File: src/rtl/fmm_pkg.sv
package fmm_pkg;
  localparam int WORD_W   = 64;
  localparam int HALF_E   = 5;
  localparam int HALF_F   = 10;
  localparam int SINGLE_E = 8;
  localparam int SINGLE_F = 23;
  localparam int DOUBLE_E = 11;
  localparam int DOUBLE_F = 52;
  localparam int HALF_W   = 1 + HALF_E + HALF_F;
  localparam int SINGLE_W = 1 + SINGLE_E + SINGLE_F;
  localparam int DOUBLE_W = 1 + DOUBLE_E + DOUBLE_F;
  localparam int N_HALF   = WORD_W / HALF_W;
  localparam int N_SINGLE = WORD_W / SINGLE_W;

  typedef enum logic [1:0] {
    FMT_HALF   = 2'd0,
    FMT_SINGLE = 2'd1,
    FMT_DOUBLE = 2'd2,
    FMT_RSVD   = 2'd3
  } fmtE;

  typedef struct packed {
    logic pickMin;
    logic useDn;
    logic useFz;
    logic selHalf;
    logic selSingle;
    logic selDouble;
    logic lanesPacked;
  } ctrlS;
endpackage

File: src/rtl/fmmLane.sv
module fmmLane #(
  parameter int EXP_W  = 11,
  parameter int FRAC_W = 52,
  localparam int W     = 1 + EXP_W + FRAC_W
) (
  input  logic [W-1:0] a,
  input  logic [W-1:0] b,
  input  logic         pickMin,
  input  logic         useDn,
  input  logic         useFz,
  output logic [W-1:0] res,
  output logic         sigInvalid
);
  localparam logic [W-1:0] SIGN_BIT  = {1'b1, {(W-1){1'b0}}};
  localparam logic [W-1:0] QUIET_BIT = {{(W-FRAC_W){1'b0}}, 1'b1, {(FRAC_W-1){1'b0}}};
  localparam logic [W-1:0] DEF_NAN   = {1'b0, {EXP_W{1'b1}}, 1'b1, {(FRAC_W-1){1'b0}}};

  logic [EXP_W-1:0]  expA, expB;
  logic [FRAC_W-1:0] fracA, fracB;
  logic isNanA, isNanB, sigA, sigB, subA, subB;
  logic [W-1:0] flA, flB, keyA, keyB, nanPick;
  logic aWins;

  assign expA  = a[W-2:FRAC_W];
  assign expB  = b[W-2:FRAC_W];
  assign fracA = a[FRAC_W-1:0];
  assign fracB = b[FRAC_W-1:0];

  assign isNanA = (&expA) && (|fracA);
  assign isNanB = (&expB) && (|fracB);
  assign sigA   = isNanA && !fracA[FRAC_W-1];
  assign sigB   = isNanB && !fracB[FRAC_W-1];
  assign subA   = (~|expA) && (|fracA);
  assign subB   = (~|expB) && (|fracB);

  // subnormal inputs become signed zero when flushing
  assign flA = (useFz && subA) ? (a & SIGN_BIT) : a;
  assign flB = (useFz && subB) ? (b & SIGN_BIT) : b;

  // sign-magnitude to monotonic unsigned key; -0 sorts just below +0
  assign keyA = flA[W-1] ? ~flA : (flA | SIGN_BIT);
  assign keyB = flB[W-1] ? ~flB : (flB | SIGN_BIT);
  assign aWins = pickMin ? (keyA <= keyB) : (keyA >= keyB);

  assign nanPick = isNanA ? (a | QUIET_BIT) : (b | QUIET_BIT);

  always_comb begin
    sigInvalid = sigA || sigB;
    if (sigA || sigB || (isNanA && isNanB)) begin
      res = useDn ? DEF_NAN : nanPick;
    end else if (isNanA) begin
      res = flB;
    end else if (isNanB) begin
      res = flA;
    end else begin
      res = aWins ? flA : flB;
    end
  end
endmodule

File: src/rtl/fmmCtrl.sv
module fmmCtrl
  import fmm_pkg::*;
(
  input  logic       selMin,
  input  logic [1:0] fmt,
  input  logic       simdMode,
  input  logic       dnCtl,
  input  logic       fzCtl,
  output ctrlS       strb
);
  always_comb begin
    strb.pickMin     = selMin;
    strb.lanesPacked = simdMode;
    // packed lanes run with the standard fixed controls
    strb.useDn       = simdMode | dnCtl;
    strb.useFz       = simdMode | fzCtl;
    strb.selHalf     = (fmt == FMT_HALF);
    strb.selSingle   = (fmt == FMT_SINGLE);
    strb.selDouble   = (fmt == FMT_DOUBLE) || (fmt == FMT_RSVD);
  end
endmodule

File: src/rtl/fmmDatapath.sv
module fmmDatapath
  import fmm_pkg::*;
(
  input  logic [WORD_W-1:0] opA,
  input  logic [WORD_W-1:0] opB,
  input  ctrlS              strb,
  output logic [WORD_W-1:0] resWord,
  output logic              resInvalid
);
  logic [HALF_W-1:0]   hRes [N_HALF];
  logic [N_HALF-1:0]   hInv;
  logic [SINGLE_W-1:0] sRes [N_SINGLE];
  logic [N_SINGLE-1:0] sInv;
  logic [DOUBLE_W-1:0] dRes;
  logic                dInv;
  logic [WORD_W-1:0]   hPacked, sPacked;

  for (genvar h = 0; h < N_HALF; h++) begin : gHalf
    fmmLane #(.EXP_W(HALF_E), .FRAC_W(HALF_F)) uLane (
      .a(opA[HALF_W*h +: HALF_W]), .b(opB[HALF_W*h +: HALF_W]),
      .pickMin(strb.pickMin), .useDn(strb.useDn), .useFz(strb.useFz),
      .res(hRes[h]), .sigInvalid(hInv[h]));
    assign hPacked[HALF_W*h +: HALF_W] = hRes[h];
  end

  for (genvar s = 0; s < N_SINGLE; s++) begin : gSingle
    fmmLane #(.EXP_W(SINGLE_E), .FRAC_W(SINGLE_F)) uLane (
      .a(opA[SINGLE_W*s +: SINGLE_W]), .b(opB[SINGLE_W*s +: SINGLE_W]),
      .pickMin(strb.pickMin), .useDn(strb.useDn), .useFz(strb.useFz),
      .res(sRes[s]), .sigInvalid(sInv[s]));
    assign sPacked[SINGLE_W*s +: SINGLE_W] = sRes[s];
  end

  fmmLane #(.EXP_W(DOUBLE_E), .FRAC_W(DOUBLE_F)) uDouble (
    .a(opA), .b(opB),
    .pickMin(strb.pickMin), .useDn(strb.useDn), .useFz(strb.useFz),
    .res(dRes), .sigInvalid(dInv));

  always_comb begin
    resWord    = '0;
    resInvalid = 1'b0;
    if (strb.selDouble) begin
      resWord    = dRes;
      resInvalid = dInv;
    end else if (strb.selSingle) begin
      if (strb.lanesPacked) begin
        resWord    = sPacked;
        resInvalid = |sInv;
      end else begin
        resWord[SINGLE_W-1:0] = sRes[0];
        resInvalid            = sInv[0];
      end
    end else if (strb.selHalf) begin
      if (strb.lanesPacked) begin
        resWord    = hPacked;
        resInvalid = |hInv;
      end else begin
        resWord[HALF_W-1:0] = hRes[0];
        resInvalid          = hInv[0];
      end
    end
  end
endmodule

File: src/rtl/fpMaxMin.sv
module fpMaxMin
  import fmm_pkg::*;
(
  input  logic              clk,
  input  logic              rstN,
  input  logic [WORD_W-1:0] opA,
  input  logic [WORD_W-1:0] opB,
  input  logic              selMin,
  input  logic [1:0]        fmt,
  input  logic              simdMode,
  input  logic              dnCtl,
  input  logic              fzCtl,
  output logic [WORD_W-1:0] result,
  output logic              invalid
);
  ctrlS              strb;
  logic [WORD_W-1:0] nextRes;
  logic              nextInv;
  logic              armed;

  fmmCtrl uCtrl (
    .selMin(selMin), .fmt(fmt), .simdMode(simdMode),
    .dnCtl(dnCtl), .fzCtl(fzCtl), .strb(strb));

  fmmDatapath uPath (
    .opA(opA), .opB(opB), .strb(strb),
    .resWord(nextRes), .resInvalid(nextInv));

  always_ff @(posedge clk) begin
    if (!rstN) begin
      result  <= '0;
      invalid <= 1'b0;
      armed   <= 1'b0;
    end else begin
      result  <= nextRes;
      invalid <= nextInv;
      armed   <= 1'b1;
    end
  end


  half_upper_zero_chk: assert property (@(posedge clk) disable iff (!rstN)
    armed && $past(fmt == 2'd0 && !simdMode) |-> result[63:16] == '0);


  inv_gives_nan_chk: assert property (@(posedge clk) disable iff (!rstN)
    armed && invalid && $past(fmt == 2'd2 && !simdMode)
    |-> (&result[62:52]) && (|result[51:0]));


  nan_out_quiet_chk: assert property (@(posedge clk) disable iff (!rstN)
    armed && $past(fmt == 2'd2) && (&result[62:52]) && (|result[51:0])
    |-> result[51]);


  operand_pick_chk: assert property (@(posedge clk) disable iff (!rstN)
    armed && $past(fmt == 2'd2 && !simdMode && !fzCtl)
    && !((&result[62:52]) && (|result[51:0]))
    |-> (result == $past(opA)) || (result == $past(opB)));


  packed_flush_chk: assert property (@(posedge clk) disable iff (!rstN)
    armed && $past(fmt == 2'd2 && simdMode)
    |-> (result[62:52] != '0) || (result[51:0] == '0));
endmodule

File: config.mk
export PLATFORM = sky130hd
export DESIGN_NAME = fpMaxMin
export DESIGN_NICKNAME = d
export VERILOG_FILES = /design/src/rtl/fmm_pkg.sv /design/src/rtl/fmmLane.sv /design/src/rtl/fmmCtrl.sv /design/src/rtl/fmmDatapath.sv /design/src/rtl/fpMaxMin.sv
export SDC_FILE = /design/constraint.sdc
export NUM_CORES = 1
export LEC_CHECK = 0
export BUFFER_PORTS_ARGS = -buffer_cell sky130_fd_sc_hd__buf_4
export CAP_MARGIN = 15
export CORE_MARGIN = 4
export CORE_UTILIZATION = 50
export CTS_BUF_LIST = sky130_fd_sc_hd__clkbuf_8
export CTS_CLUSTER_SIZE = 20
export DETAILED_ROUTE_END_ITERATION = 7
export PLACE_DENSITY = 0.76
export SKIP_LAST_GASP = 1
export SYNTH_ARGS = -nofsm -noshare
export SYNTH_HDL_FRONTEND = slang
export SYNTH_HIERARCHICAL = 1
export SYNTH_SLANG_ARGS = --single-unit
File: constraint.sdc
create_clock -name clk -period 8.4 [get_ports clk]
set_input_delay 0.84 -clock clk [delete_from_list [all_inputs] [get_ports clk]]
set_output_delay 0.84 -clock clk [all_outputs]
set_load 0.005 [all_outputs]
==> results of run 1 <==
-- tightest hold or removal path, stage by stage --
cell and delay, ns:
buf_4 0.17, a22o_1 0.16, nand2_1 0.05, o21ai_1 0.06, and2_1 0.12
-- cells in the final DEF, fill, tap and decap left out, types with 13 or more instances in the layout --
cell type  instances
a21oi_1          114
a22o_1            75
a22o_2            16
a22oi_1           55
a31oi_1           13
and2_1            67
buf_4            220
dfxtp_1           65
ha_1             192
inv_1             47
mux2i_1           48
nand2_1          628
nand3_1          101
nand4_1           60
nor2_1            94
nor3_1            20
nor4_1            90
nor4b_1           13
o211ai_1          42
o21ai_0           22
o21ai_1           52
xnor2_1          192
xor2_1           178
-- synthesized netlist by cell type (5+ instances only) --
| cell | instances |
|---|---|
| nor3_1 | 20 |
| ha_1 | 192 |
| xor2_1 | 178 |
| a21o_1 | 12 |
| a41o_1 | 8 |
| mux2i_1 | 48 |
| buf_4 | 6 |
| or4_1 | 5 |
| o21ai_2 | 10 |
| a221oi_1 | 10 |
| a221oi_2 | 11 |
| or3_1 | 6 |
| buf_6 | 14 |
| inv_1 | 47 |
| and4_1 | 6 |
| or3b_2 | 11 |
| nand3_1 | 101 |
| a31o_2 | 12 |
| a22o_2 | 16 |
| a22o_1 | 75 |
| nor4b_1 | 13 |
| o21ai_0 | 22 |
| nand2_1 | 628 |
| o2111ai_1 | 5 |
| nand3b_1 | 10 |
| o211ai_1 | 42 |
| xnor2_1 | 192 |
| nor4_1 | 90 |
| and2_1 | 68 |
| nand2b_1 | 12 |
| dfxtp_1 | 65 |
| a21oi_1 | 114 |
| clkbuf_1 | 95 |
| a31oi_1 | 13 |
| o21ai_1 | 52 |
| nor2_2 | 8 |
| buf_2 | 29 |
| buf_1 | 14 |
| nand4_1 | 60 |
| a22oi_1 | 55 |
| nor2_1 | 96 |
-- routing by layer --
layer | GRT usage, % | part of all wire [%] | vias up
li1 | - | - | 9276
met1 | 42.4 | 38 | 9459
met2 | 51.9 | 44 | 1479
met3 | 6.20 | 13 | 292
met4 | 16.1 | 5.1 | 0
met5 | 0 | 0 | -
-- per-stage QoR --
stage	hold WS, ns	instances
finish	1.01	3094
detailed placement	1.22	3076
CTS	0.984	3092
global placement	1.22	3076
global route	1.03	3093
floorplan	1.09	2558
-- registers in the layout (all words and copies together), names as in the netlist --
signal and cells:
invalid 1, result 64
-- layout make-up --
| class | instances | area, um2 |
|---|---|---|
| Timing Repair Buffer | 223 | 1690 |
| Sequential cell | 65 | 1300 |
| Clock inverter | 7 | 100 |
| Multi-Input combinational cell | 2286 | 15500 |
| Fill cell | 3368 | 15300 |
| Clock buffer | 9 | 124 |
| Inverter | 48 | 180 |
| Antenna cell | 1 | 2.50 |
| Tap cell | 455 | 569 |
-- cells by family after synthesis --
logic type / after synthesis / share of synthesized area [%]
multiplexers: 53 / 3.29
XOR/XNOR: 370 / 18.3
buffers and inverters: 207 / 5.38
flip-flops: 65 / 7.36
AO/OA/AOI/OAI: 504 / 20.8
adder cells (fa/ha/maj): 192 / 13.6
AND/OR/NAND/NOR: 1167 / 31.3
-- path summary, 6_finish.rpt --
| check | slack, ns | endpoint | cells after the start |
|---|---|---|---|
| setup / recovery | 1.11 | result[51] | 22 |
| hold / removal | 1.01 | result[46] | 5 |
-- power breakdown --
| group | switching, mW | leakage [nW] | internal [mW] |
|---|---|---|---|
| Combinational | 0.786 | 8.43 | 0.574 |
| Clock | 0.170 | 0.114 | 0.170 |
| Sequential | 0.0119 | 0.536 | 0.334 |
==> results.md, run 1 <==
* Cell family with most CP delay: simple AND/OR/NAND/NOR gates
* CP Cell Sequence: buf_4 > nor4_1 > nand4_1 > nor4_1 > nand4b_1 > buf_4 > nand2_1 > xnor2_1 > ha_1 > a21oi_1 > o21ai_0 > a221oi_2 > nor2_1 > or4_1 > or4_1 > nand3_4 > buf_4 > mux2_2 > nand2_1 > nand2_1 > o21ai_1 > and2_1
* Total Nets Final at ~3,000
* Tot Pwr at 2.05 mW
* Max-cap violation count at 0
* Final Max Slew Viols at 0
* Post-synth top area cell: ha_1
* Kind of critical path: input port to register
* Clk slew on worst S/H paths at around 0.11 ns
* Vias in the first global route at ~19,000
* Max H-tree Level at 3
* Syn Inst Count at 2,558
* Setup Total Neg Slack at 0 ns
* CP peak stage delay at around 0.67 ns
* Hold path start: opB[46]
* Crit. End Element: register
* Via count at 20,500
* Register bit count reported by yosys at between 60 and 70
* Status: finished clean
* # IOs at 201
* Avg WL per Cell at 21.8 um
* Drt pass-1 iters at 8
* Design area at 19,400 um2
* Largest net degree at the start of global routing at 102
* Tcrit/Tclk final at around 87%
* Mapped Avg Cell Area at 6.91 um2
* CTS Hold Buffers Added at 0
* Post-detail-place hpwl at 45,300 um
* Yosys warning total at 6
* Global-route wire length before repair at 103,000 um
* Rows at slightly below 70
* Critical Path Start: opA[26]
* DRC violations left at 0
* Starting DRC count in detailed routing at just over 3,000
* Setup slack after layout at between 1 and 1.5 ns
* CP Buf/Inv Count at 3
* Yosys top cell area share at 13.6%
* Root Buffer: clkbuf_8
* CTS tree: done
* PD cells at about 110 nW/um2
* Critical Path Fanout Max at 61
* Clock Path Buffers at 2
* Area of the core at 34,700 um2
* Clock sinks at 65
* Die Area at 38,400 um2
* Post-route minimum period at roughly 7.3 ns
* Synthesis-to-layout area growth at 9.98%
* Slew headroom at ~8.5%
* PostCTS Resize Cnt at 0
* Worst IR Drop VDD at 0.0766 mV
* RSZ-0062 raised after global routing: false
* Gr ovfl total at 0
* Setup violators final at 0
* Leading post-synthesis cells by cell area: ha_1 (14%), nand2_1 (13%), xnor2_1 (9.5%)
* Initial antenna violation count at 0
* Slowest stage cell, crit path: nor4_1
* Highest Clock Rate at 0.137 GHz
* Die height at 196 um
* Util after Layout at 56.0%
* PortBufs at 200
* Req. time, crit path at 8.75 ns
* Antenna Nets Post-Route at 0
* Hold crit path type: input port to register
* Share of cells above drive strength 1 at 13.5%
* Initial Utilization at 50.9%
* Syn Nets at 2,886
* Arrival time worst endpoint at 7.64 ns
* All-Layer GR Usage at between 30% and 40%
* Cell area after placement at 19,200 um2
* Startpoint Class: input port
* Ys async rst share at 0%
* Synth cell types at 77
* Final WL at 67,300 um
* Placer Congestion at 0.961
* Vias/cell at 6.63
* Post-synthesis instance area at 17,700 um2
* Final number of hold-violating endpoints at 0
* Post-CTS setup buffers at 0
* Die Wd at approximately 200 um
* Dpl ws at 0.874 ns
* Post-synthesis sequential area ratio at 7.36%
* Leak Pwr at 9.08 nW
* Worst-Margin Slew at between 1 and 1.5 ns
* TritonCTS buffer count at 9
* Post-synth EDFFs at 0
* Post-synth top flop: dfxtp_1
Power figures use the tool's default switching activity.
==> run 2, diff against run 1 <==
CORE_MARGIN = default   (was 4)
GPL_ROUTABILITY_DRIVEN = 1   (was default)
PLACE_DENSITY = 0.77   (was 0.76)
SYNTH_HIERARCHICAL = default   (was 1)
==> run 2 against run 1 <==
  * The flow now finishes with violations (design-rule violations)
  * Sequential cell count is the same
  * Global-route usage is 4.2 points higher
  * Cell count down 16%
  * Combinational power decreased by 15%
  * Worst hold slack worse by 0.32 ns
  * Sequential share of layout area grew 0.99 points
==> results.md, run 2 <==
* Status: finished with violations (was finished clean)
* Failing checks: design-rule violations
* PostCTS Resize Cnt at 0 (unchanged)
* Root Buffer: clkbuf_8 (unchanged)
* Fillers at 2,862 (was 3,368)
* Vias in the first global route at 16,300 (was 19,100)
* Req. time, crit path at 8.66 ns (was 8.75 ns)
* Max H-tree Level at 3 (unchanged)
* Kind of critical path: input port to register (unchanged)
* Post-synth top area cell: ha_1 (unchanged)
* Yosys top cell area share at 15.3% (was 13.6%)
* RSZ-0062 raised after global routing: false (unchanged)
* Post-route minimum period at 6.80 ns (was 7.29 ns)
* Tot Pwr at 1.79 mW (was 2.05 mW)
* Most common cell after layout, fill and taps aside: nand2_1 (unchanged)
* ANT cells at 0 (was 1)
* Syn Nets at 2,525 (was 2,886)
* CTS tree: done (unchanged)
* Post-CTS setup buffers at 0 (unchanged)
* Leading post-synthesis cells by cell area: ha_1 (15%), xnor2_1 (11%), nand2_1 (11%) (was ha_1 (14%), nand2_1 (13%), xnor2_1 (9.5%))
* Largest register FFs at 64 (unchanged)
* Clock sinks at 65 (unchanged)
* Register bit count reported by yosys at 65 (unchanged)
* Hold crit path type: input port to register (unchanged)
* Yosys warning total at 0 (was 6)
* Drt pass-1 iters at 8 (unchanged)
* Crit. End Element: register (unchanged)
* Post-synthesis simple-gate area fraction at 23.4% (was 31.3%)
* Most frequent cells in the layout: nand2_1 (432), buf_4 (221), xnor2_1 (195) (was nand2_1 (628), buf_4 (220), xnor2_1 (192), ha_1 (192), xor2_1 (178))
* Vias/cell at 6.62 (was 6.63)
* Worst IR Drop VDD at 0.0754 mV (was 0.0766 mV)
* CTS Hold Buffers Added at 0 (unchanged)
* Share of cells above drive strength 1 at 12.1% (was 13.5%)
* Mapped Avg Cell Area at 7.01 um2 (was 6.91 um2)
* Final number of hold-violating endpoints at 0 (unchanged)
* Clk slew on worst S/H paths at 0.09 ns (was 0.11 ns)
* Setup Total Neg Slack at 0 ns (unchanged)
* Post-synth EDFFs at 0 (unchanged)
* PD cells at 105 nW/um2 (about the same)
* Antenna Nets Post-Route at 0 (unchanged)
* Synth Area in Compound Gates at 20.6% (was 20.8%)
* Die Wd at 178 um (was 196 um)
* Final Max Slew Viols at 0 (unchanged)
* Arrival time worst endpoint at 7.06 ns (was 7.64 ns)
* Global-route wire length before repair at 90,600 um (was 103,000 um)
* TritonCTS buffer count at 9 (unchanged)
* Post-synthesis sequential area ratio at 8.43% (was 7.36%)
* Clock Path Buffers at 2 (unchanged)
* PortBufs at 200 (unchanged)
* Setup violators final at 0 (unchanged)
* Slew headroom at 25.6% (was 8.51%)
* Critical Path Fanout Max at 36 (was 61)
* Cell with the most instances after synthesis: nand2_1 (unchanged)
* Synthesis-to-layout area growth at 9.79% (was 9.98%)
* DRC violations left at 1 (was 0)
* Avg WL per Cell at 22.7 um (was 21.8 um)
* Util after Layout at 56.4% (was 56.0%)
* Adder-cell share of the synthesized area at 15.3% (was 13.6%)
* Tcrit/Tclk final at 80.9% (was 86.8%)
* Starting DRC count in detailed routing at 2,057 (was 3,106)
* Ys async rst share at 0% (unchanged)
* Leak Pwr at 7.74 nW (was 9.08 nW)
* Main combinational cell family by area after synthesis: simple AND/OR/NAND/NOR gates (unchanged)
* Most flop-heavy register: result (unchanged)
* Max-cap violation count at 0 (unchanged)
* Worst hold margin at 0.688 ns (was 1.01 ns)
* Post-synthesis instance area at 15,400 um2 (was 17,700 um2)
* Area of the core at 30,000 um2 (was 34,700 um2)
* Largest regs: result x64, invalid x1 (unchanged)
* Via count at 17,300 (was 20,500)
* Initial Utilization at 51.4% (was 50.9%)
* Final WL at 59,200 um (was 67,300 um)
* Rows at 63 (was 68)
* Placer Congestion at 0.998 (was 0.961)
* Synth top cells by count: nand2_1 (432), xnor2_1 (195), ha_1 (189) (was nand2_1 (628), ha_1 (192), xnor2_1 (192))
* Worst-Margin Slew at 1.12 ns (was 1.37 ns)
* Mux share of post-synthesis cell area at 4.69% (was 3.29%)
* Gr ovfl total at 0 (unchanged)
* Total Nets Final at 2,543 (was 2,961)
* All-Layer GR Usage at 36.8% (was 32.6%)
* Initial antenna violation count at 2 (was 0)
* Die Area at 31,600 um2 (was 38,400 um2)
* Post-synth top flop: dfxtp_1 (unchanged)
* # IOs at 201 (unchanged)
* Synth cell types at 78 (was 77)
* Syn Inst Count at 2,200 (was 2,558)
* Largest net degree at the start of global routing at 95 (was 102)
* Die height at 178 um (was 196 um)
* Highest Clock Rate at 0.147 GHz (was 0.137 GHz)
* Post-detail-place hpwl at 42,700 um (was 45,300 um)
* Xor and xnor area share after synthesis at 21.2% (was 18.3%)
* Startpoint Class: input port (unchanged)
## run 2: routing by layer
| metal | vias to the layer above | share of wire (%) | global-route usage, % |
|---|---|---|---|
| li1 | 7826 | - | - |
| met1 | 8035 | 40 | 47.0 |
| met2 | 1182 | 44 | 57.3 |
| met3 | 251 | 11 | 8.70 |
| met4 | 2 | 5.3 | 18.7 |
| met5 | - | 0.022 | 0 |
## run 2: worst paths after layout
path,from,to,cells past startpoint
max,opB[27],result[25],19
min,opA[34],result[34],2
## run 2: metrics by stage
stage / worst slack [ns] / instances / cell area, um2
after floorplan: 2.35 / 2200 / 15400
after global placement: 1.59 / 2596 / 16700
after detailed placement: 1.38 / 2596 / 16700
after CTS: 1.78 / 2611 / 16900
after global routing: 1.38 / 2612 / 16900
final: 1.60 / 2612 / 16900
## run 2: layout make-up
class / count / area (um2) / share of cell area (%)
Multi-Input combinational cell: 1896 / 13200 / 77.8
Timing Repair Buffer: 224 / 1700 / 10.0
Sequential cell: 65 / 1300 / 7.68
Tap cell: 390 / 488 / 2.88
Clock buffer: 12 / 165 / 0.975
Inverter: 22 / 82.6 / 0.488
Clock inverter: 3 / 16.3 / 0.0960
## run 2: cell families after synthesis
group	Yosys count
and+or+nand+nor	787
AOI/OAI and AO/OA	477
xor gates and xnor gates	373
buffers and inverters	239
adders and majority gates	189
muxes	70
DFF	65
## run 2: critical path, cell delays in order
cell and delay, ns:
buf_4 0.15, or4_1 0.57, or4_1 0.57, or3_4 0.41, o311ai_4 0.25, buf_4 0.43
nand2_1 0.15, xor2_1 0.16, ha_1 0.36, nand4_1 0.13, nor4_1 0.62, and3_1 0.30
o311ai_0 0.15, nand4b_1 0.20, mux2i_4 0.14, nor2_2 0.80, mux2i_1 0.16, a2111oi_0 0.50
nor2_1 0.12
## run 2: power breakdown
part	leakage (nW)	switching, mW	internal, mW
logic	7.11	0.667	0.483
clock network	0.0957	0.154	0.128
registers	0.539	0.0129	0.341
total	7.74	0.834	0.953
